<file path="src/rtl/alu_pkg.sv">
package alu_pkg;
  typedef enum logic [1:0] {
    FN_AND = 2'b00,
    FN_OR  = 2'b01,
    FN_ADD = 2'b10,
    FN_SUB = 2'b11
  } alu_fn_e;
endpackage

</file>
<file path="src/rtl/alu_full_adder.sv">
module alu_full_adder (
  input  logic x_i,
  input  logic y_i,
  input  logic c_i,
  output logic s_o,
  output logic c_o
);
  logic p;
  assign p   = x_i ^ y_i;
  assign s_o = p ^ c_i;
  assign c_o = (x_i & y_i) | (p & c_i);
endmodule

</file>
<file path="src/rtl/alu_math_unit.sv">
module alu_math_unit #(
  parameter int WIDTH = 8
) (
  input  logic [WIDTH-1:0] a_i,
  input  logic [WIDTH-1:0] b_i,
  input  logic             sub_i,
  input  logic             cin_en_i,
  output logic [WIDTH-1:0] sum_o,
  output logic             cout_o,
  output logic             ovf_o
);
  localparam int MSB = WIDTH - 1;

  logic [WIDTH-1:0] b_inv;
  logic [WIDTH-1:0] b_op;
  logic [WIDTH:0]   carry;

  // inverter bank and operand selector
  for (genvar i = 0; i < WIDTH; i++) begin : g_inv
    assign b_inv[i] = ~b_i[i];
    assign b_op[i]  = sub_i ? b_inv[i] : b_i[i];
  end

  assign carry[0] = cin_en_i & sub_i;

  for (genvar i = 0; i < WIDTH; i++) begin : g_rca
    alu_full_adder u_fa (
      .x_i (a_i[i]),
      .y_i (b_op[i]),
      .c_i (carry[i]),
      .s_o (sum_o[i]),
      .c_o (carry[i+1])
    );
  end

  assign cout_o = carry[WIDTH];
  // same-sign operands, different-sign result
  assign ovf_o  = (a_i[MSB] ~^ b_op[MSB]) & (sum_o[MSB] ^ a_i[MSB]);
endmodule

</file>
<file path="src/rtl/alu_logic_unit.sv">
module alu_logic_unit #(
  parameter int WIDTH = 8
) (
  input  logic [WIDTH-1:0] a_i,
  input  logic [WIDTH-1:0] b_i,
  input  logic             or_sel_i,
  output logic [WIDTH-1:0] res_o
);
  for (genvar i = 0; i < WIDTH; i++) begin : g_bit
    logic and_b, or_b;
    assign and_b    = a_i[i] & b_i[i];
    assign or_b     = a_i[i] | b_i[i];
    assign res_o[i] = or_sel_i ? or_b : and_b;
  end
endmodule

</file>
<file path="src/rtl/alu8_four_func.sv">
module alu8_four_func #(
  parameter int WIDTH = 8
) (
  input  logic [WIDTH-1:0] a_i,
  input  logic [WIDTH-1:0] b_i,
  input  logic [1:0]       func_i,
  input  logic             cin_en_i,
  output logic [WIDTH-1:0] result_o,
  output logic             carry_o,
  output logic             ovf_o,
  output logic             zero_o
);
  import alu_pkg::*;

  alu_fn_e          fn;
  logic             math_sel, lo_sel;
  logic [WIDTH-1:0] math_res, logic_res;
  logic             math_cout, math_ovf;

  assign fn       = alu_fn_e'(func_i);
  assign math_sel = fn[1];
  assign lo_sel   = fn[0];

  alu_math_unit #(.WIDTH(WIDTH)) u_math (
    .a_i      (a_i),
    .b_i      (b_i),
    .sub_i    (lo_sel),
    .cin_en_i (cin_en_i),
    .sum_o    (math_res),
    .cout_o   (math_cout),
    .ovf_o    (math_ovf)
  );

  alu_logic_unit #(.WIDTH(WIDTH)) u_logic (
    .a_i      (a_i),
    .b_i      (b_i),
    .or_sel_i (lo_sel),
    .res_o    (logic_res)
  );

  assign result_o = math_sel ? math_res : logic_res;
  assign carry_o  = math_sel & math_cout;
  assign ovf_o    = math_sel & math_ovf;
  assign zero_o   = ~|result_o;
endmodule


</file>
<file path="config.mk">
export PLATFORM = sky130hd
export DESIGN_NAME = alu8_four_func
export DESIGN_NICKNAME = d
export VERILOG_FILES = /design/src/rtl/alu_pkg.sv /design/src/rtl/alu_full_adder.sv /design/src/rtl/alu_math_unit.sv /design/src/rtl/alu_logic_unit.sv /design/src/rtl/alu8_four_func.sv
export SDC_FILE = /design/constraint.sdc
export NUM_CORES = 1
export LEC_CHECK = 0
export ABC_AREA = 1
export CAP_MARGIN = 15
export CORE_ASPECT_RATIO = 1.75
export CORE_MARGIN = 10
export CORE_UTILIZATION = 25
export DETAILED_ROUTE_END_ITERATION = 10
export GPL_TIMING_DRIVEN = 0
export SLEW_MARGIN = 20
export SYNTH_ARGS = -nofsm -noshare
export SYNTH_HDL_FRONTEND = slang
export SYNTH_SLANG_ARGS = --single-unit
</file>
<file path="constraint.sdc">
create_clock -name vclk -period 6.8
set_clock_uncertainty 0.05 [all_clocks]
set_input_delay 1.02 -clock vclk [all_inputs]
set_output_delay 1.02 -clock vclk [all_outputs]
set_load 0.01 [all_outputs]
</file>
==> metrics.md, run 1 <==
| Metric | Value |
|---|---|
| Run status | `completed` |
| Most frequent cell after synthesis | `nand2_1` |
| Synth top cells by count | `26 x nand2_1, 20 x inv_1, 14 x nand2_2` |
| Reg area | `0 um^2` |
| Initial antenna violation count | `0` |
| CP Launch Type | `input pin` |
| Sequential area share after synthesis | `0%` |
| Gr ovfl total | `0` |
| Area leader, netlist | `fa_1` |
| Yosys warns | `0` |
| Drt total wl | `around 1800 um` |
| Area growth, synth to finish | `55.8%` |
| Least-Margin Pin Slew | `226 ps` |
| Via count | `roughly 690` |
| Nets | `around 160` |
| Net Count, Synth | `~130` |
| Mean routed wirelength per cell | `11.4 um` |
| Placed Area | `roughly 960 um^2` |
| Vias per cell | `roughly 4.4` |
| Slew Limit Fails | `0` |
| PD cells | `around 90 nW/um^2` |
| Critical path peak fanout | `4` |
| Setup repair after global routing missed its margin | `no` |
| Required @ worst endpoint | `around 5700 ps` |
| Top-level port count | `30` |
| Final worst path period need | `6610 ps` |
| Fin crit share | `between 90% and 100%` |
| Post-route design area | `975 um^2` |
| Total Die Area | `4980 um^2` |
| Die W | `roughly 58 um` |
| Tightest Hold Check Type | `in -> out` |
| Syn Inst Count | `100` |
| Leakage power | `0.508 nW` |
| Share of the synthesized area in the top cell type | `around a quarter` |
| # rows | `24` |
| WHS Path Cells | `4` |
| Critical Path Start | `func_i[0]` |
| CTS Hold Bufs | `0` |
| Buf/Inv on CP | `5` |
| Data arrival, critical path | `5540 ps` |
| Initial DRC count | `11` |
| Global-route wire length before repair | `roughly 3100 um` |
| Max_cap viols | `0` |
| Setup violators final | `0` |
| Overall Power | `slightly below 90 uW` |
| Worst path max stage delay | `470 ps` |
| Family with the most delay on the worst path | `adder cells` |
| Hold_sp | `func_i[1]` |
| Final Hold Vio Count | `0` |
| Largest net degree at the start of global routing | `11` |
| Port bufs | `30` |
| Peak supply drop | `0.0000320 V` |
| Synth area leaders | `fa_1 26%, nand2_1 16%, nand2_2 14%` |
| CP Cell Sequence | `clkdlybuf4s50_1 > buf_6 > nand2_2 > inv_1 > nor2_2 > fa_1 > inv_1 > fa_1 > fa_1 > fa_2 > fa_2 > fa_2 > fa_2 > fa_1 > or2_2 > nand2_1 > nor2_1 > nand2_1 > nor2_2 > dlygate4sd2_1` |
| Ratio of cells with drive above 1 in the final layout | `between 20% and 30%` |
| First-pass DRT Iterations | `2` |
| Vias in the first global route | `about 770` |
| Total GRT Usage | `a little over 7%` |
| CP endpoint kind | `primary output` |
| Avg Cell Area, Syn | `roughly 6.3 um^2` |
| Starting Density | `around 26%` |
| Slowest CP cell | `fa_1` |
| Antenna viol nets, final | `0` |
| Core Box Area | `around 2400 um^2` |
| Layout fillers | `between 200 and 300` |
| Remaining DRCs | `0` |
| Gpl congestion | `a little over 0.7` |
| Post-detail-place hpwl | `around 1600 um` |
| Cell variety after synth | `15` |
| Seq_cells | `0` |
| Setup TNS | `0 ps` |
| N_diodes | `0` |
| Clkbuf count | `0` |
| WP depth | `20` |
| CP Class | `in -> out` |
| FMAX | `between 0.15 and 0.2 GHz` |
| Max transition margin | `a little over four fifths` |
| Die Height | `approximately 86 um` |
| Cell area after synthesis | `626 um^2` |
## where the power goes
part	switching, mW	leakage, nW	internal [mW]	total [mW]
logic	0.0410	0.508	0.0454	0.0864
registers	0	0	0	0
clock network	0	0	0	0
## cells by family (layout without fill, tap and decap cells)
group	Yosys count	in the layout	share of synthesized area, %
compound gates	2	2	2.00
fa+ha+maj	9	9	27.6
buf+inv	23	54	16.2
simple gates	66	66	54.2
## worst min-delay path, delay by kind of cell
kind / cells / cell delay [ps]
AO/OA/AOI/OAI: 2 / 130
buffers and inverters: 2 / 720
## final timing paths
path | end | slack [ps]
min | ovf_o | 2830
max | zero_o | 190
## cells in the final DEF, fill, tap and decap left out, drive strengths merged
cell type,instances
o21ai,1
buf,3
nor2,12
nand3,7
nand2,40
or2,7
dlygate4sd2,3
clkdlybuf4s50,27
inv,21
fa,8
a211oi,1
ha,1
## per-layer routing
layer | GRT usage, % | vias up | wire length [um]
li1 | - | 351 | -
met3 | 3.07 | 0 | 184
met2 | 14.3 | 21 | 997
met4 | 0 | 0 | 0
met1 | 6.60 | 316 | 614
met5 | 0 | - | 0
## layout make-up
cell class | count | area, um^2 | share of cell area (%)
plain buffers | 2 | 22.5 | 2.31
well taps | 26 | 32.5 | 3.34
inverters | 21 | 78.8 | 8.09
repair buffers | 31 | 304 | 31.2
multi-input cells | 77 | 537 | 55.1
## repair_timing
item                       4_1_cts  5_1_grt
setup endpoints to repair        3        1
setup buffers                    1        0
gates resized for setup          6        2
pin swaps                        0        0
## stage by stage
step	setup slack [ps]	utilization [%]	hold WS [ps]	std cells
2_1_floorplan	842	-	2110	100
3_3_place_gp	-321	39.4	3030	156
3_5_place_dp	-396	39.4	3050	156
4_1_cts	47.6	39.9	2840	157
5_1_grt	39.5	40.1	2850	157
6_report	193	40.1	2830	157
(Power assumes the default switching activity.)
==> run 2, diff against run 1 <==
- SLEW_MARGIN: 20 -> 10
==> results of run 2 <==
Final layout, timing and power as in run 1 (identical DEF).
